## src/rtl/irq_rf_pkg.sv

```systemverilog
package irq_rf_pkg;

  // one routing entry, only the implemented fields
  typedef struct packed {
    logic [7:0] dest;
    logic       mask;
    logic       trig;   // 1 = level
    logic       rirr;
    logic       pol;
    logic       dmode;
    logic [2:0] dlv;
    logic [7:0] vector;
  } rte_t;

  localparam rte_t RTE_RST = '{dest: 8'h00, mask: 1'b1, trig: 1'b0, rirr: 1'b0,
                               pol: 1'b0, dmode: 1'b0, dlv: 3'b000, vector: 8'h00};

  localparam logic [7:0] SEL_ID       = 8'h00;
  localparam logic [7:0] SEL_VER      = 8'h01;
  localparam logic [7:0] SEL_ARB      = 8'h02;
  localparam logic [7:0] SEL_RTE_BASE = 8'h10;

  // low half of an entry as seen through the window
  function automatic logic [31:0] rte_lo_word(rte_t e);
    return {15'b0, e.mask, e.trig, e.rirr, e.pol, 1'b0, e.dmode, e.dlv, e.vector};
  endfunction

  function automatic logic [31:0] rte_hi_word(rte_t e);
    return {e.dest, 24'b0};
  endfunction

endpackage

```

## src/rtl/irq_rf_decode.sv

```systemverilog
module irq_rf_decode #(
  parameter int NUM_PINS = 24,
  parameter int ADDR_W   = 8,
  parameter int OFS_SEL  = 'h00,
  parameter int OFS_WIN  = 'h10,
  parameter int OFS_EOI  = 'h40,
  parameter int PIN_W    = $clog2(NUM_PINS)
) (
  input  logic [ADDR_W-1:0] bus_addr,
  input  logic              bus_wr,
  input  logic [7:0]        sel,
  output logic              hit_sel,
  output logic              hit_win,
  output logic              sel_wr,
  output logic              win_wr,
  output logic              eoi_wr,
  output logic              acc_id,
  output logic              acc_ver,
  output logic              acc_arb,
  output logic              acc_rte,
  output logic              rte_hi,
  output logic [PIN_W-1:0]  rte_idx
);
  import irq_rf_pkg::*;

  localparam logic [6:0] NP7 = 7'(NUM_PINS);

  logic       hit_eoi;
  logic [6:0] idx7;

  assign hit_sel = (bus_addr == ADDR_W'(OFS_SEL));
  assign hit_win = (bus_addr == ADDR_W'(OFS_WIN));
  assign hit_eoi = (bus_addr == ADDR_W'(OFS_EOI));

  assign sel_wr = bus_wr & hit_sel;
  assign win_wr = bus_wr & hit_win;
  assign eoi_wr = bus_wr & hit_eoi;

  assign acc_id  = (sel == SEL_ID);
  assign acc_ver = (sel == SEL_VER);
  assign acc_arb = (sel == SEL_ARB);

  // entry index = (sel - base) / 2
  assign idx7    = sel[7:1] - SEL_RTE_BASE[7:1];
  assign acc_rte = (sel >= SEL_RTE_BASE) && (idx7 < NP7);
  assign rte_hi  = sel[0];
  assign rte_idx = idx7[PIN_W-1:0];

endmodule

```

## src/rtl/irq_rf_entry.sv

```systemverilog
module irq_rf_entry (
  input  logic               clk,
  input  logic               rst_n,
  input  logic               wr_lo,
  input  logic               wr_hi,
  input  logic [31:0]        wdata,
  input  logic               eoi_wr,
  input  logic [7:0]         eoi_vec,
  input  logic               rirr_set,
  input  logic               pin_pend,
  output irq_rf_pkg::rte_t   rte,
  output logic               mask_chg,
  output logic               svc
);
  import irq_rf_pkg::*;

  rte_t cur_q, cur_d;
  logic chg_q, chg_d;
  logic svc_q, svc_d;
  logic eoi_hit;
  logic any_wr;

  assign any_wr  = wr_lo | wr_hi;
  assign eoi_hit = eoi_wr && cur_q.trig && (cur_q.vector == eoi_vec);

  always_comb begin
    cur_d = cur_q;
    if (wr_lo) begin
      cur_d.vector = wdata[7:0];
      cur_d.dlv    = wdata[10:8];
      cur_d.dmode  = wdata[11];
      cur_d.pol    = wdata[13];
      cur_d.trig   = wdata[15];
      cur_d.mask   = wdata[16];
    end
    if (wr_hi) begin
      cur_d.dest = wdata[31:24];
    end
    if (rirr_set) begin
      cur_d.rirr = 1'b1;
    end
    if (wr_lo || eoi_hit) begin
      cur_d.rirr = 1'b0;
    end
    chg_d = any_wr && (cur_d.mask != cur_q.mask);
    svc_d = pin_pend && cur_d.trig && !cur_d.mask && (any_wr || eoi_hit);
  end

  always_ff @(posedge clk or negedge rst_n) begin
    if (!rst_n) begin
      cur_q <= RTE_RST;
      chg_q <= 1'b0;
      svc_q <= 1'b0;
    end else begin
      cur_q <= cur_d;
      chg_q <= chg_d;
      svc_q <= svc_d;
    end
  end

  assign rte      = cur_q;
  assign mask_chg = chg_q;
  assign svc      = svc_q;

endmodule

```

## src/rtl/irq_rf_rdmux.sv

```systemverilog
module irq_rf_rdmux #(
  parameter int          NUM_PINS     = 24,
  parameter logic [7:0]  VERSION_CODE = 8'h20
) (
  input  logic        hit_sel,
  input  logic        hit_win,
  input  logic [7:0]  sel,
  input  logic [3:0]  id,
  input  logic        acc_id,
  input  logic        acc_ver,
  input  logic        acc_arb,
  input  logic        acc_rte,
  input  logic        rte_hi,
  input  logic [31:0] ent_lo,
  input  logic [31:0] ent_hi,
  output logic [31:0] word
);
  localparam logic [31:0] VER_WORD = {8'h00, 8'(NUM_PINS - 1), 8'h00, VERSION_CODE};

  logic [31:0] win_word;

  always_comb begin
    win_word = 32'h0;
    if (acc_id || acc_arb) begin
      win_word = {4'b0, id, 24'b0};
    end else if (acc_ver) begin
      win_word = VER_WORD;
    end else if (acc_rte) begin
      win_word = rte_hi ? ent_hi : ent_lo;
    end
  end

  always_comb begin
    word = 32'h0;
    if (hit_sel) begin
      word = {24'b0, sel};
    end else if (hit_win) begin
      word = win_word;
    end
  end

endmodule

```

## src/rtl/irq_route_regfile.sv

```systemverilog
module irq_route_regfile #(
  parameter int         NUM_PINS     = 24,
  parameter int         ADDR_W       = 8,
  parameter logic [7:0] VERSION_CODE = 8'h20,
  parameter int         OFS_SEL      = 'h00,
  parameter int         OFS_WIN      = 'h10,
  parameter int         OFS_EOI      = 'h40
) (
  input  logic                        clk,
  input  logic                        rst_n,
  input  logic [ADDR_W-1:0]           bus_addr,
  input  logic                        bus_wr,
  input  logic                        bus_rd,
  input  logic [31:0]                 bus_wdata,
  output logic [31:0]                 bus_rdata,
  output logic                        bus_rvalid,
  input  logic [NUM_PINS-1:0]         pin_pend,
  input  logic [NUM_PINS-1:0]         rirr_set,
  output logic [8*NUM_PINS-1:0]       rt_vector,
  output logic [3*NUM_PINS-1:0]       rt_dlv,
  output logic [NUM_PINS-1:0]         rt_dmode,
  output logic [NUM_PINS-1:0]         rt_pol,
  output logic [NUM_PINS-1:0]         rt_trig,
  output logic [NUM_PINS-1:0]         rt_mask,
  output logic [NUM_PINS-1:0]         rt_rirr,
  output logic [8*NUM_PINS-1:0]       rt_dest,
  output logic                        mask_evt,
  output logic [$clog2(NUM_PINS)-1:0] mask_evt_pin,
  output logic                        mask_evt_val,
  output logic [NUM_PINS-1:0]         svc_req
);
  import irq_rf_pkg::*;

  localparam int PIN_W = $clog2(NUM_PINS);

  // select, identification and read return registers
  logic [7:0]  sel_q, sel_d;
  logic [3:0]  id_q, id_d;
  logic [31:0] rdata_q;
  logic        rvalid_q;

  logic             hit_sel, hit_win;
  logic             sel_wr, win_wr, eoi_wr;
  logic             acc_id, acc_ver, acc_arb, acc_rte, rte_hi;
  logic [PIN_W-1:0] rte_idx;
  logic [31:0]      rd_word;

  rte_t              rte_arr [NUM_PINS];
  logic [NUM_PINS-1:0] chg_vec;
  rte_t              ent_sel;

  irq_rf_decode #(
    .NUM_PINS (NUM_PINS),
    .ADDR_W   (ADDR_W),
    .OFS_SEL  (OFS_SEL),
    .OFS_WIN  (OFS_WIN),
    .OFS_EOI  (OFS_EOI),
    .PIN_W    (PIN_W)
  ) u_dec (
    .bus_addr (bus_addr),
    .bus_wr   (bus_wr),
    .sel      (sel_q),
    .hit_sel  (hit_sel),
    .hit_win  (hit_win),
    .sel_wr   (sel_wr),
    .win_wr   (win_wr),
    .eoi_wr   (eoi_wr),
    .acc_id   (acc_id),
    .acc_ver  (acc_ver),
    .acc_arb  (acc_arb),
    .acc_rte  (acc_rte),
    .rte_hi   (rte_hi),
    .rte_idx  (rte_idx)
  );

  for (genvar g = 0; g < NUM_PINS; g++) begin : g_pin
    logic sel_me;
    assign sel_me = win_wr && acc_rte && (rte_idx == PIN_W'(g));

    irq_rf_entry u_ent (
      .clk      (clk),
      .rst_n    (rst_n),
      .wr_lo    (sel_me && !rte_hi),
      .wr_hi    (sel_me && rte_hi),
      .wdata    (bus_wdata),
      .eoi_wr   (eoi_wr),
      .eoi_vec  (bus_wdata[7:0]),
      .rirr_set (rirr_set[g]),
      .pin_pend (pin_pend[g]),
      .rte      (rte_arr[g]),
      .mask_chg (chg_vec[g]),
      .svc      (svc_req[g])
    );

    assign rt_vector[8*g +: 8] = rte_arr[g].vector;
    assign rt_dlv[3*g +: 3]    = rte_arr[g].dlv;
    assign rt_dmode[g]         = rte_arr[g].dmode;
    assign rt_pol[g]           = rte_arr[g].pol;
    assign rt_trig[g]          = rte_arr[g].trig;
    assign rt_mask[g]          = rte_arr[g].mask;
    assign rt_rirr[g]          = rte_arr[g].rirr;
    assign rt_dest[8*g +: 8]   = rte_arr[g].dest;
  end

  assign ent_sel = acc_rte ? rte_arr[rte_idx] : RTE_RST;

  irq_rf_rdmux #(
    .NUM_PINS     (NUM_PINS),
    .VERSION_CODE (VERSION_CODE)
  ) u_rdmux (
    .hit_sel (hit_sel),
    .hit_win (hit_win),
    .sel     (sel_q),
    .id      (id_q),
    .acc_id  (acc_id),
    .acc_ver (acc_ver),
    .acc_arb (acc_arb),
    .acc_rte (acc_rte),
    .rte_hi  (rte_hi),
    .ent_lo  (rte_lo_word(ent_sel)),
    .ent_hi  (rte_hi_word(ent_sel)),
    .word    (rd_word)
  );

  // next state of the control registers
  always_comb begin
    sel_d = sel_q;
    id_d  = id_q;
    if (sel_wr) begin
      sel_d = bus_wdata[7:0];
    end
    if (win_wr && acc_id) begin
      id_d = bus_wdata[27:24];
    end
  end

  always_ff @(posedge clk or negedge rst_n) begin
    if (!rst_n) begin
      sel_q    <= 8'h00;
      id_q     <= 4'h0;
      rvalid_q <= 1'b0;
      rdata_q  <= 32'h0;
    end else begin
      sel_q    <= sel_d;
      id_q     <= id_d;
      rvalid_q <= bus_rd;
      if (bus_rd) begin
        rdata_q <= rd_word;
      end
    end
  end

  assign bus_rdata  = rdata_q;
  assign bus_rvalid = rvalid_q;

  // at most one entry is written per cycle, so the event carries one pin
  always_comb begin
    mask_evt_pin = '0;
    for (int i = 0; i < NUM_PINS; i++) begin
      if (chg_vec[i]) begin
        mask_evt_pin = PIN_W'(i);
      end
    end
  end

  assign mask_evt     = |chg_vec;
  assign mask_evt_val = rt_mask[mask_evt_pin];

endmodule

```

## config.mk

```make
export PLATFORM = sky130hd
export DESIGN_NAME = irq_route_regfile
export DESIGN_NICKNAME = d
export VERILOG_FILES = /design/src/rtl/irq_rf_pkg.sv /design/src/rtl/irq_rf_decode.sv /design/src/rtl/irq_rf_entry.sv /design/src/rtl/irq_rf_rdmux.sv /design/src/rtl/irq_route_regfile.sv
export SDC_FILE = /design/constraint.sdc
export NUM_CORES = 1
export LEC_CHECK = 0
export BUFFER_PORTS_ARGS = -buffer_cell sky130_fd_sc_hd__buf_2
export CAP_MARGIN = 20
export CORE_MARGIN = 4
export CORE_UTILIZATION = 42
export CTS_CLUSTER_DIAMETER = 150
export DETAILED_ROUTE_END_ITERATION = 10
export PLACE_DENSITY = 0.64
export SYNTH_ARGS = -nofsm -noshare
export SYNTH_HDL_FRONTEND = slang
export SYNTH_SLANG_ARGS = --single-unit
```

## constraint.sdc

```tcl
create_clock -name clk -period 4 [get_ports clk]
set_input_delay 0.2 -clock clk [delete_from_list [all_inputs] [get_ports clk]]
set_output_delay 0.2 -clock clk [all_outputs]
set_load 0.02 [all_outputs]
```

==> results of run 1 <==
## metal layers
metal  global-route usage (%)  vias up  part of all wire, %
met5                        0        -                0.028
met4                     14.5        6                  5.4
met3                     8.33      371                  9.1
met2                     50.4     1506                   47
met1                     40.7    13600                   39
li1                         -    10600                    -
## what timing repair did
action / 4_1_cts / 5_1_grt
endpoints found under the setup margin: 1 / 1
gates resized for setup: 1 / 1
hold buffers: 52 / 0
hold endpoints to repair: 135 / 0
## synthesized netlist by cell type (24+ instances only)
library cell	count
buf_1	29
xnor2_1	192
a21oi_1	55
nor3_1	39
dfrtp_1	638
nand4_1	25
buf_4	46
nor4_1	41
mux4_2	168
clkbuf_1	107
nor2_1	69
nor3b_1	25
mux2_2	537
xor2_1	24
dfstp_2	24
nand2_1	200
inv_1	35
nand3_1	31
buf_2	29
## how the worst min path moves through the flow
stage / start / to / slack, ns
after floorplan: rst_n / bus_rdata[0] / -0.1
after global placement: rst_n / g_pin[9].u_ent.rte[10] / 0.34
after detailed placement: rst_n / g_pin[11].u_ent.rte[12] / 0.37
after CTS: bus_wdata[10] / g_pin[0].u_ent.rte[10] / 0.01
after global routing: bus_wdata[10] / g_pin[22].u_ent.rte[10] / 0.06
final: bus_wdata[10] / g_pin[0].u_ent.rte[10] / 0.04
## registers in the layout, summed over array words and instances (netlist names)
| signal | flops |
|---|---|
| g_pin.u_ent.svc | 24 |
| id_q | 4 |
| bus_rvalid | 1 |
| sel_q | 8 |
| g_pin.u_ent.rte | 576 |
| g_pin.u_ent.mask_chg | 24 |
| bus_rdata | 25 |
## per-stage QoR
stage | utilization (%) | hold WS, ns | total power [mW]
floorplan | - | -0.0956 | 7.28
global placement | 48.6 | 0.335 | 7.70
detailed placement | 48.6 | 0.368 | 7.71
CTS | 52.5 | 0.0124 | 15.1
global route | 52.5 | 0.0574 | 15.4
finish | 52.5 | 0.0379 | 15.0
## cells by family after synthesis
group | after synthesis | synth area share, %
mux | 718 | 29.8
flops | 662 | 49.6
simple gates | 530 | 8.62
buf+inv | 255 | 3.65
xor+xnor | 216 | 5.66
compound gates | 140 | 2.56
fa+ha+maj | 2 | 0.0748
other cells | 1 | 0.0112
## area by class of cell
cell class,instances,area (um2)
Timing Repair Buffer,875,5140
Clock inverter,28,335
Clock buffer,112,2280
Inverter,37,139
Multi-Input combinational cell,1611,15700
Antenna cell,3,7.51
Sequential cell,662,16600
Fill cell,6792,37500
Tap cell,1050,1310
## worst max-delay path: cells and delay by family, from the launching register on
family,cells,cell delay [ns]
simple gates,4,1.86
compound gates,1,0.52
flops,1,0.46
mux,1,0.41
fa+ha+maj,1,0.25
buf+inv,1,0.09
## power breakdown
part	total, mW	leakage (nW)	switching, mW	internal, mW
combinational	0.895	10.4	0.607	0.288
clock	7.34	1.29	2.98	4.35
sequential	6.74	9.02	0.0328	6.71
==> qor.yml, run 1 <==
io_buffer_count: 717
max_freq_mhz: 269
initial_core_util_pct: 42.3
drive_gt1_share_pct: 52.1
r2r_setup_slack_ns: 0.29
synth_edf_count: 0
synth_cells: 2524
status: "completed"
p_per_area_mw_per_mm2: 361
final_cell_mix: "buf_2, dfrtp_1, mux2_2"
wl_per_cell_um: 31.3
period_share_pct: 92.9
cts_setup_buffers: 0
timing.rr.end: "g_pin[12].u_ent.svc"
grt_pass1_vias: 26400
dr.pass1.iters: 6
setup_viol: 0
timing.rr.start: "sel_q[4]"
leakage_nw: 20.7
cp-start-kind: "flip-flop"
cts_tree: "done"
dieWidth_um: 290
ir_worst_vdd_uv: 281
root_buffer: "clkbuf_16"
ys_ff_latch: 662
post-route-drc-count: 0
drv_slew: 0
overflow: 0
drt_wl_total_mm: 137
crit_start: "sel_q[4]"
htree_levels: 3
dp_hpwl_mm: 101
viasPerCell: 5.95
fp.dieArea_mm2: 0.0842
rsz0062_at_grt: "false"
max_cap_violations: 0
pin_count: 732
finalNonFillerCells: 4378
hp-class: "in -> reg"
layout_commonest_cell: "buf_2"
ys_seq_area_share_pct: 49.6
drt_iter0_markers: 2402
holdPathStages: 3
ant_nets: 0
tns_ns: 0
yosysUniqueCellTypes: 66
place.gp.congestion: 0.981
endpoint_kind: "flip-flop"
rows: 103
dp.cells: 4183
syn_avg_cell_area_um2: 13.2
clk_pin_slew_worst_paths_ns: 0.06
synth_top_area_cell: "dfrtp_1"
worstPathCellList: "inv_2 > ha_1 > o41ai_2 > nand4_4 > or3_1 > nor2_8 > mux2_2 > nor4b_2"
final_area_mm2: 0.0415
fin_worst_skew_ns: 0.0239
clock_latency_ns: 0.63
track_usage_pct: 31.6
antenna_found_initial: 7
async_flop_share_pct: 100
slew_headroom_pct: 29.7
numCtsBuffers: 76
finalCriticalPeriod_ns: 3.71
worst_pin_slew_ns: 1.05
die_y_um: 290
netlist_area_mm2: 0.0334
slowest_stage: "or3_1"
core-area_mm2: 0.0790
synthToLayoutAreaGrowth_pct: 24.1
slowest_delay_ns: 0.81
timing.final.ws_setup_ns: 0.285
cp-endpoint: "g_pin[12].u_ent.svc"
ys.flop_type: "dfrtp_1"
hold_viol_final: 0
grt_pass1_wl_mm: 196
cts.path.max_buffers: 3
synth_top_area_share_pct: 47.8
cts_sinks: 662
critical_path_class: "reg -> reg"
required_ns: 4.52
nNetsFinal: 3357
reg2reg_depth: 8
grt_start_max_net_pins: 100
placed_cell_area_mm2: 0.0384
pre_cts_ws_ns: 0.384
ys_top_cells_by_area: "dfrtp_1, mux2_2, mux4_2"
arrival_ns: 4.24
critPathMaxFanout: 16
vias: 26100
yosysWarnings: 0
No activity file was read; power rests on OpenSTA's default activity.
==> run 2: changes to the inputs <==
--- a/config.mk
+++ b/config.mk
@@ -14,4 +14,5 @@
 export PLACE_DENSITY = 0.64
 export SYNTH_ARGS = -nofsm -noshare
 export SYNTH_HDL_FRONTEND = slang
+export SYNTH_HIERARCHICAL = 1
 export SYNTH_SLANG_ARGS = --single-unit
==> qor.yml, run 2 <==
drive_gt1_share_pct: 54.5
final_cell_mix: "buf_2, dfrtp_1, mux2_2"
cp.depth: 9
layout_commonest_cell: "buf_2"
cts_tree: "done"
htree_levels: 3
clkPwrFrac_pct: 49.1
critical_path_class: "reg -> reg"
max_freq_mhz: 280
ys.flop_type: "dfrtp_1"
wl_per_cell_um: 30.6
root_buffer: "clkbuf_16"
setup_viol: 0
drv_slew: 0
combPwrFrac_pct: 5.6
swShare_pct: 23.8
status: "completed"
total_power_mw: 15.0
endpoint_kind: "flip-flop"
core-area_mm2: 0.0794
numCtsBuffers: 78
drt_wl_total_mm: 134
antenna_found_initial: 10
clk_pin_slew_worst_paths_ns: 0.06
overflow: 0
period_share_pct: 89.4
rsz0062_at_grt: "false"
grt_pass1_wl_mm: 193
whs_ns: 0.101
ys_ff_latch: 669
tns_ns: 0
cts.path.max_buffers: 3
yosys-top-cells-count: "dfrtp_1, mux2_2, xnor2_1"
synth_cells: 2399
synth_top_area_cell: "dfrtp_1"
ant_nets: 0
p_per_area_mw_per_mm2: 355
rows: 103
vias: 25500
dieWidth_um: 292
post-route-drc-count: 0
dr.pass1.iters: 5
largest_reg_flops: 576
holdPathStages: 2
slowest_stage: "dfrtp_4"
max_cap_violations: 0
ys_seq_area_share_pct: 49.6
io_buffer_count: 722
grt_pass1_vias: 26300
cp_common_cell: "mux4_2"
fp.dieArea_mm2: 0.0851
crit_buf_inv: 2
cp-start-kind: "flip-flop"
cp_top_family: "multiplexers"
dp_hpwl_mm: 100
cts_resized: 0
clock_latency_ns: 0.64
netlist_area_mm2: 0.0338
async_flop_share_pct: 100
track_usage_pct: 30.7
grt_start_max_net_pins: 108
synthToLayoutAreaGrowth_pct: 25.4
hold_viol_final: 0
synth_most_common_cell: "dfrtp_1"
slowest_delay_ns: 0.89
die_y_um: 292
yosysWarnings: 6
arrival_ns: 4.07
slew_headroom_pct: 25.5
reg2reg_depth: 9
p_switching_mw: 3.57
syn_avg_cell_area_um2: 14.1
ys_top_cells_by_area: "dfrtp_1, mux2_2, mux4_2"
finalCriticalPeriod_ns: 3.57
cts_sinks: 669
worstPathCellList: "buf_4 > mux4_2 > mux4_2 > inv_1 > o22ai_1 > and2_1 > mux2i_1 > nor2_1 > mux2_2"
fin_worst_skew_ns: 0.0293
leakage_nw: 21.2
place.gp.congestion: 0.943
nNetsFinal: 3372
critPathMaxFanout: 29
hp-class: "in -> reg"
pwr-share-seq_pct: 45.3
yosysUniqueCellTypes: 59
pin_count: 732
worst_pin_slew_ns: 1.12
intPower_mw: 11.5
synth_edf_count: 0
drt_iter0_markers: 1887
initial_core_util_pct: 42.6
synth_top_area_share_pct: 47.7
viasPerCell: 5.81
required_ns: 4.50
ir_worst_vdd_uv: 352
[run 2: repair_timing]
item                                   CTS  global route
buffers inserted                         0             0
hold buffers                            49             0
endpoints found under the hold margin  142             0
[run 2: per-stage QoR]
stage	std cells	util, %	cell area, um2	setup WS (ns)
2_1_floorplan	2438	-	34000	0.822
3_3_place_gp	4198	49.4	39200	0.193
3_5_place_dp	4198	49.4	39200	0.197
4_1_cts	4387	53.4	42400	0.414
5_1_grt	4389	53.4	42400	0.317
6_report	4393	53.4	42400	0.426
[run 2: power by group through the flow]
stage                     combinational, mW  sequential (mW)  clock (mW)
after floorplan                       0.340             6.90           0
after global placement                0.788             6.93           0
after detailed placement              0.805             6.93           0
after CTS                             0.845             6.81        7.50
after global routing                  0.913             6.81        7.76
final                                 0.846             6.81        7.38
[run 2: cell type report]
type                            count  area (um2)
Inverter                           58         218
Clock buffer                      112        2210
Fill cell                        6894       37000
Clock inverter                     28         420
Timing Repair Buffer              903        5390
Tap cell                         1050        1310
Antenna cell                        5        12.5
Sequential cell                   669       16800
Multi-Input combinational cell   1568       16100
[run 2: path summary, 6_finish.rpt]
check                      slack, ns          start                      to
max                             0.43       sel_q[1]           bus_rdata[10]
max in group asynchronous       2.52          rst_n  g_pin[8].u_ent/rte[14]
min in group asynchronous       0.26          rst_n  g_pin[16].u_ent/rte[4]
min                             0.10   bus_wdata[5]  g_pin[20].u_ent/rte[5]
max reg2reg                     0.43       sel_q[1]           bus_rdata[10]
min reg2reg                     0.50  bus_rdata[22]           bus_rdata[22]
[run 2: logic make-up after synthesis]
family	synth area share [%]
mux	33.2
compound gates	2.21
fa+ha+maj	0.0740
buf+inv	3.48
flops	49.6
xor+xnor	5.60
simple gates	5.82
other cells	0.0111
[run 2: layer usage]
metal  vias up  GRT usage [%]  routed length (um)
met1     13500           39.8               52900
met5         -              0                  43
met3       325           7.86               11200
li1      10500              -                   -
met4         6           13.7                7270
met2      1202           49.1               63000
